--- src/rtl/mw_eeprom_emu.sv ---
module mw_eeprom_emu #(
  parameter int HDR_CLKS   = 11,
  parameter int TAIL_CLKS  = 5,
  parameter int NUM_WORDS  = 9,
  parameter int TO_W       = 16,
  parameter logic [7:0] FILL_BYTE = 8'hFF,
  parameter int SPECIAL_IDX = 3,
  parameter logic [7:0] SPECIAL_BYTE = 8'h30
) (
  input  logic            clk,
  input  logic            rst_n,
  input  logic            start,
  input  logic [TO_W-1:0] timeout_limit,
  input  logic            sk_in,
  output logic            do_out,
  output logic            do_oe,
  output logic            mode_out,
  output logic            mode_oe,
  output logic            done,
  output logic            timeout
);
  localparam int DATA_BITS = 16;
  localparam int FRAME     = HDR_CLKS + DATA_BITS + TAIL_CLKS;
  localparam int BC_W      = $clog2(FRAME);
  localparam int WC_W      = (NUM_WORDS > 1) ? $clog2(NUM_WORDS) : 1;

  function automatic logic [7:0] byte_at(int i);
    return (i == SPECIAL_IDX) ? SPECIAL_BYTE : FILL_BYTE;
  endfunction

  function automatic logic [DATA_BITS-1:0] word_at(int w);
    return {byte_at(2*w), byte_at(2*w+1)};
  endfunction

  logic sk_s1, sk_s2, sk_d;
  logic active;
  logic [BC_W-1:0] bit_cnt;
  logic [WC_W-1:0] word_cnt;
  logic [TO_W-1:0] idle_cnt;
  logic rise, fall, in_data, cur_bit;
  logic [DATA_BITS-1:0] cur_word;

  assign rise = sk_s2 & ~sk_d;
  assign fall = ~sk_s2 & sk_d;

  assign do_oe    = active;
  assign mode_oe  = active;
  assign mode_out = active;

  always_comb begin
    int pos;
    pos      = int'(bit_cnt) - HDR_CLKS;
    in_data  = (pos >= 0) && (pos < DATA_BITS);
    cur_word = word_at(int'(word_cnt));
    cur_bit  = in_data ? cur_word[DATA_BITS-1-(in_data ? pos : 0)] : 1'b0;
  end

  always_ff @(posedge clk or negedge rst_n) begin
    if (!rst_n) begin
      sk_s1 <= 1'b0;
      sk_s2 <= 1'b0;
      sk_d  <= 1'b0;
    end else begin
      sk_s1 <= sk_in;
      sk_s2 <= sk_s1;
      sk_d  <= sk_s2;
    end
  end

  always_ff @(posedge clk or negedge rst_n) begin
    if (!rst_n) begin
      active   <= 1'b0;
      bit_cnt  <= '0;
      word_cnt <= '0;
      idle_cnt <= '0;
      do_out   <= 1'b0;
      done     <= 1'b0;
      timeout  <= 1'b0;
    end else begin
      done <= 1'b0;
      if (start) begin
        active   <= 1'b1;
        bit_cnt  <= '0;
        word_cnt <= '0;
        idle_cnt <= '0;
        do_out   <= 1'b0;
        timeout  <= 1'b0;
      end else if (active) begin
        if (rise || fall) begin
          idle_cnt <= '0;
        end else if (idle_cnt == timeout_limit) begin
          active  <= 1'b0;
          timeout <= 1'b1;
          do_out  <= 1'b0;
        end else begin
          idle_cnt <= idle_cnt + 1'b1;
        end

        if (rise && in_data) do_out <= cur_bit;

        if (fall) begin
          do_out <= 1'b0;
          if (bit_cnt == BC_W'(FRAME-1)) begin
            bit_cnt <= '0;
            if (word_cnt == WC_W'(NUM_WORDS-1)) begin
              active <= 1'b0;
              done   <= 1'b1;
            end else begin
              word_cnt <= word_cnt + 1'b1;
            end
          end else begin
            bit_cnt <= bit_cnt + 1'b1;
          end
        end
      end
    end
  end

  AST_LOW_AFTER_FALL: assert property (@(posedge clk) disable iff (!rst_n)
    active && fall && !start |=> !do_out);
  AST_HDR_QUIET: assert property (@(posedge clk) disable iff (!rst_n)
    active && rise && !in_data && !start |=> !do_out);
  AST_DATA_ON_EDGE: assert property (@(posedge clk) disable iff (!rst_n)
    active && !rise && !fall && !start |=> $stable(do_out) || !do_oe);
  AST_DONE_RELEASE: assert property (@(posedge clk) disable iff (!rst_n)
    done |-> !do_oe && !mode_oe);
  AST_DONE_PULSE: assert property (@(posedge clk) disable iff (!rst_n)
    done |=> !done);
  AST_TIMEOUT_RELEASE: assert property (@(posedge clk) disable iff (!rst_n)
    timeout |-> !do_oe && !do_out && !done);
  AST_IDLE_SILENT: assert property (@(posedge clk) disable iff (!rst_n)
    !do_oe && !start |=> !do_out && !do_oe);
endmodule

--- config.mk ---
export PLATFORM = sky130hd
export DESIGN_NAME = mw_eeprom_emu
export DESIGN_NICKNAME = d
export VERILOG_FILES = /design/src/rtl/mw_eeprom_emu.sv
export SDC_FILE = /design/constraint.sdc
export NUM_CORES = 1
export LEC_CHECK = 0
export BUFFER_PORTS_ARGS = -buffer_cell sky130_fd_sc_hd__buf_4
export CAP_MARGIN = 20
export CELL_PAD_IN_SITES_DETAIL_PLACEMENT = 1
export CELL_PAD_IN_SITES_GLOBAL_PLACEMENT = 2
export CORE_MARGIN = 10
export CORE_UTILIZATION = 36
export DETAILED_ROUTE_END_ITERATION = 16
export PLACE_DENSITY_LB_ADDON = 0.1
export SLEW_MARGIN = 20
export SYNTH_ARGS = -nofsm -noshare
export SYNTH_HDL_FRONTEND = slang
export SYNTH_SLANG_ARGS = --single-unit
--- constraint.sdc ---
create_clock -name clk -period 2.1 [get_ports clk]
set_input_delay 0.42 -clock clk [delete_from_list [all_inputs] [get_ports clk]]
set_output_delay 0.42 -clock clk [all_outputs]
set_load 0.1 [all_outputs]
# After elaboration in Yosys (flattened, before gate mapping)
# Cells that the tools add are included.
# word_totals
word_cells	85
out_inout_bits	6
ff_bits	32
# op_classes
bitwise	4
magnitude_cmp	3
n_eq_ne	8
addsub	6
muxes	41
reduce_logical	13
# ops
op	count
16-bit 2-to-1 mux	4
32-bit by 6-bit < comparator with 1-bit output, second input constant	1
32-bit 2-to-1 mux	1
5-bit by 32-bit subtractor with 32-bit output, first input constant	1
1-bit 2-to-1 mux	25
4-bit 2-to-1 mux	5
5-bit 2-to-1 mux	4
16-bit by 1-bit adder with 16-bit output, second input constant	1
16-bit equality test	1
8-bit 2-to-1 mux	1
2-bit nonzero test	4
5-bit by 1-bit adder with 6-bit output, second input constant	1
6-bit by 2-bit equality test with 1-bit output, second input constant	1
6-bit by 1-bit greater-or-equal comparator with 1-bit output, second input constant	1
6-bit < comparator, second input constant	1
3-bit AND reduction	2
5-bit by 4-bit subtractor with 6-bit output, second input constant	1
5-bit by 1-bit adder with 5-bit output, second input constant	1
5-bit equality test, second input constant	1
4-bit by 1-bit adder with 4-bit output, second input constant	1
1-bit binary-select mux with 4-bit select	1
4-bit equality test, second input constant	1
2-bit != test, second input constant	2
4-bit by 3-bit != test with 1-bit output, second input constant	1
8 further kinds	12

# Depth between registers and ports, before layout
# depth
word_depth	13
depth_mapped	8

# Worst setup path after synthesis
# OpenSTA, ideal clock, no wires.
# synth_path
path_kind	reg-to-reg
startpoint	register active (netlist: do_oe)
endpoint	register idle_cnt[4]
path_buffers	2
path_stages_with_launch	6
slack_ps	-83
setup_ps	69
synth_period_minus_slack_ps	2183
required_ps	2031
arrival_time_ps	2114
path_cell_list	dfrtp_1 clkbuf_1 nand3b_1 buf_2 or4_1 nand3_1
# synth_between
elab_chain_cells	2
# synth_rtl
element	line	rtl
start, declared	36	logic active;
start signal, assigned	72	active <= 1'b0;
start signal, assigned	82	active <= 1'b1;
start signal, assigned	92	active <= 1'b0;
2-bit nonzero test (no source line)	n/a	
2-bit AND reduction (no source line)	n/a	
end signal, assigned	96	idle_cnt <= idle_cnt + 1'b1;
end, declared	39	logic [TO_W-1:0] idle_cnt;
# Every way passes these cells.
# A chain may end at the register's enable or synchronous reset.

# Final worst setup path
# layout_path
startpoint	register bit_cnt[1]
endpoint	register word_cnt[2]
# layout_between
elab_chain_cells	3
# layout_rtl
element	line	rtl
start, declared	37	logic [BC_W-1:0] bit_cnt;
start signal, assigned	112	bit_cnt <= bit_cnt + 1'b1;
5-bit equality test	103	if (bit_cnt == BC_W'(FRAME-1)) begin
2-bit nonzero test (no source line)	n/a	
4-bit AND reduction (no source line)	n/a	
end signal, assigned	109	word_cnt <= word_cnt + 1'b1;
end, declared	38	logic [WC_W-1:0] word_cnt;
# Every way passes these cells.

==> impl_summary.log <==
[metrics] routed vias: roughly 1,800
[metrics] maximum cell stage delay along the critical path: 470 ps
[metrics] net count after synthesis: 258
[metrics] per-instance average area after synthesis: 9.11 µm²
[metrics] area of combinational cells with multiple inputs: between 1000 and 1500 µm²
[metrics] setup total negative slack: 0 ps
[metrics] most frequently used flop master after synthesis: sky130_fd_sc_hd__dfrtp_1
[metrics] most repeated library cell on the critical path: sky130_fd_sc_hd__nor2_1
[metrics] worst setup path startpoint: bit_cnt[1]
[metrics] antenna violations before repair: 0
[metrics] global-route wire length before repair: 9460 µm
[metrics] total core area: 5570 µm²
[metrics] slowest CP cell: sky130_fd_sc_hd__dfrtp_1
[metrics] utilization of the core after routing: 0.446
[metrics] Synth top area share: 0.384
[metrics] post-DR vias/cell: 5.37
[metrics] category of the worst setup path launch point: register
[metrics] largest clock skew in the final design: roughly 4.3 ps
[metrics] library cell with the highest instance count after synthesis: sky130_fd_sc_hd__dfrtp_1
[metrics] worst-path cell chain: ha_2 > and3_1 > ha_1 > nand3_1 > nor2_1 > nand2_1 > xor2_1 > nor2_1
[metrics] Remaining Overflow, GRT: 0
[metrics] die extent in x: 96.1 µm
[metrics] setup repair bufs after CTS: 0
[metrics] leakage power: 1.09 nW
[metrics] number of I/O port buffers: 25
[metrics] Critical Setup Path Class: reg2reg
[metrics] Final min period: slightly below 2000 ps
[metrics] TritonCTS buffer count: 5
[metrics] overall routing resource usage: 0.131
[metrics] WL per Instance: 16.4 µm
[metrics] number of global-route vias before repair: 1,846
[metrics] CP max FO: 7
[metrics] number of maximum-capacitance constraint violations: 0
[metrics] number of register bits inferred by synthesis: 32
[metrics] Die Y-Extent: 96.1 µm
[metrics] number of enable flip-flop cells after synthesis: 0
[metrics] Detail Route met2 WL: approximately 2400 µm
[metrics] source-to-sink clock delay at the later pin of the worst-skew pair: 290 ps
[metrics] clock slew seen by the registers of the worst setup and hold paths: 70 ps
[metrics] worst-case vdd ir drop: 367 µV
[metrics] ratio of cells with drive above 1 in the final layout: 0.218
[metrics] antenna cells: 0
[metrics] TritonCTS clock tree: built
[metrics] FFs w/ async S/R, synth: 1.00
[metrics] number of buffers on the longest clock path: 2
[metrics] CTS Hold Buffers Added: 0
[metrics] Fin. Hold Viols: 0
[metrics] number of nets still failing antenna checks after routing: 0
[metrics] portion of the clock cycle consumed by the worst path in the final layout: 0.922
[metrics] total power per unit cell area: roughly 500 nW/µm²
[metrics] leading cell types by count after synthesis: sky130_fd_sc_hd__dfrtp_1 (32), sky130_fd_sc_hd__nand2_1 (22), sky130_fd_sc_hd__nand3_1 (21), sky130_fd_sc_hd__xnor2_1 (17), sky130_fd_sc_hd__nor2_1 (16)
[metrics] Filler Cells Inserted: about 670
[metrics] data required time at the worst endpoint: 2280 ps
[metrics] Initial DRC Count: 76
[metrics] Detailed Route WL: roughly 5500 µm
[metrics] highest metal layer with signal wires: met4
[metrics] Synth Instances: 229
[metrics] metal1 wirelength: 2710 µm
[metrics] maximum number of pins on one net before global-route repair: 33
[metrics] worst max-slew margin expressed relative to the limit: 0.709
[metrics] drt drc: 0
[metrics] arrival time of the worst setup path: 2110 ps
[metrics] cell type with the largest total area after synthesis: sky130_fd_sc_hd__dfrtp_1
[metrics] FP Rows: 27
[metrics] clk sink count: 32
[metrics] final layout net count: about 290
[metrics] H-Tree Depth: 2
[metrics] result of the run: finished, final reports clean
[metrics] synth warn: 0
[metrics] Register Area: roughly 800 µm²
[metrics] path type of the worst min-delay path: in2async
[metrics] FMAX: about 0.52 GHz
[metrics] router iterations before antenna repair: 4
[metrics] Final setup viols: 0
[metrics] Die Outline Area: 9240 µm²
[metrics] RSZ-0062 raised after global routing: false
[metrics] area delta synth->final: 19.1%
[metrics] Slew @ Worst Pin: around 440 ps
[metrics] R2R Path Start: bit_cnt[1]
[metrics] critical path endpoint category: register
[metrics] portion of the post-synthesis area used by sequential elements: 0.384
[metrics] netlist area before placement: 2090 µm²
[metrics] I/O Pins: 26
[metrics] count of distinct cell types in the synthesized netlist: 44
[metrics] detailed route wirelength on metal3: 257 µm
[metrics] Clock Tree Root: sky130_fd_sc_hd__clkbuf_8
[metrics] placed wire-length estimate: 4030 µm
[metrics] starting density of the core: 0.374
[metrics] cells taking the most area after synthesis: sky130_fd_sc_hd__dfrtp_1 (38%), sky130_fd_sc_hd__xnor2_1 (7.1%), sky130_fd_sc_hd__ha_1 (5.4%), sky130_fd_sc_hd__nand3_1 (5.0%), sky130_fd_sc_hd__nand2_1 (4.0%)
[metrics] last weighted congestion value of the routability-driven placer: 0.736
[metrics] Slew Viols, Final: 0
==> through the flow <==
step | power, mW | hold WS, ps | cells | cell area, µm² | setup WS (ps)
after global placement | 0.774 | 335 | 325 | 2390 | 122
after CTS | 1.27 | 85.0 | 333 | 2480 | 114
after global routing | 1.31 | 89.4 | 333 | 2480 | 3.53
after detailed placement | 0.776 | 343 | 325 | 2390 | 102
final | 1.24 | 67.0 | 333 | 2480 | 164
after floorplan | 0.700 | 124 | 229 | 2090 | 188
==> power by group <==
part / internal [mW] / switching, mW
clock network: 0.231 / 0.253
logic: 0.0614 / 0.0679
registers: 0.623 / 0.00737
==> worst paths after layout <==
kind / to / slack, ps / cells after the start
hold reg to reg: sk_s2 / 360 / 0
setup / recovery: word_cnt[2] / 160 / 8
min in group clk: sk_s1 / 230 / 1
max in group asynchronous: do_oe / 1700 / 1
hold / removal: bit_cnt[2] / 70 / 1
setup reg to reg: word_cnt[2] / 160 / 8
==> logic make-up (layout without fill, tap and decap cells) <==
group / count (synthesis) / in the layout / share of synthesized area
buffers and inverters: 22 / 54 / 0.0576
adders and majority gates: 9 / 9 / 0.0540
xor gates and xnor gates: 20 / 20 / 0.0840
AOI/OAI and AO/OA: 42 / 42 / 0.141
and+or+nand+nor: 101 / 101 / 0.264
DFF: 32 / 32 / 0.384
muxes: 3 / 3 / 0.0156
==> cell type report <==
class | instances | area share
Clock buffer | 5 | 0.0277
Tap cell | 72 | 0.0363
Inverter | 7 | 0.0106
Sequential cell | 32 | 0.323
Clock inverter | 3 | 0.00756
Multi-Input combinational cell | 175 | 0.472
Timing Repair Buffer | 39 | 0.123
==> registers in the layout, indices dropped and copies added, names as in the netlist <==
register  count
bit_cnt       5
do_oe         1
do_out        1
done          1
idle_cnt     16
sk_d          1
sk_s1         1
sk_s2         1
timeout       1
word_cnt      4
==> per-layer routing <==
layer  GRT usage  up-vias
li1            -      890
met1       0.185      872
met2       0.184       22
met3      0.0381        4
met4      0.0405        0
met5           0        -
==> cells in the final DEF (no fill, tap or decap), types with 3 or more instances in the layout <==
cell type / count
sky130_fd_sc_hd__nand2_1: 22
sky130_fd_sc_hd__xnor2_1: 17
sky130_fd_sc_hd__o21ai_0: 6
sky130_fd_sc_hd__clkbuf_8: 5
sky130_fd_sc_hd__dfrtp_1: 31
sky130_fd_sc_hd__nand3b_1: 3
sky130_fd_sc_hd__nor3b_1: 3
sky130_fd_sc_hd__nand3_1: 21
sky130_fd_sc_hd__buf_4: 38
sky130_fd_sc_hd__nor3_1: 4
sky130_fd_sc_hd__ha_1: 8
sky130_fd_sc_hd__a21oi_1: 11
sky130_fd_sc_hd__nor2_1: 16
sky130_fd_sc_hd__inv_1: 7
sky130_fd_sc_hd__o311ai_0: 3
sky130_fd_sc_hd__o211ai_1: 8
sky130_fd_sc_hd__nand4_1: 8
sky130_fd_sc_hd__xor2_1: 3
sky130_fd_sc_hd__or4_1: 9
sky130_fd_sc_hd__and3_1: 3
==> worst max-delay path, delay by kind of cell (launching register included) <==
family        cells  cell delay (ps)
xor+xnor          1              150
fa+ha+maj         2              460
flops             1              470
simple gates      5              750
==> what timing repair did <==
| action | 4_1_cts | 5_1_grt |
|---|---|---|
| setup endpoints to repair | 0 | 2 |
| gates resized for setup | 0 | 2 |
| endpoints found under the hold margin | 0 | 0 |
Power figures use the tool's default switching activity.
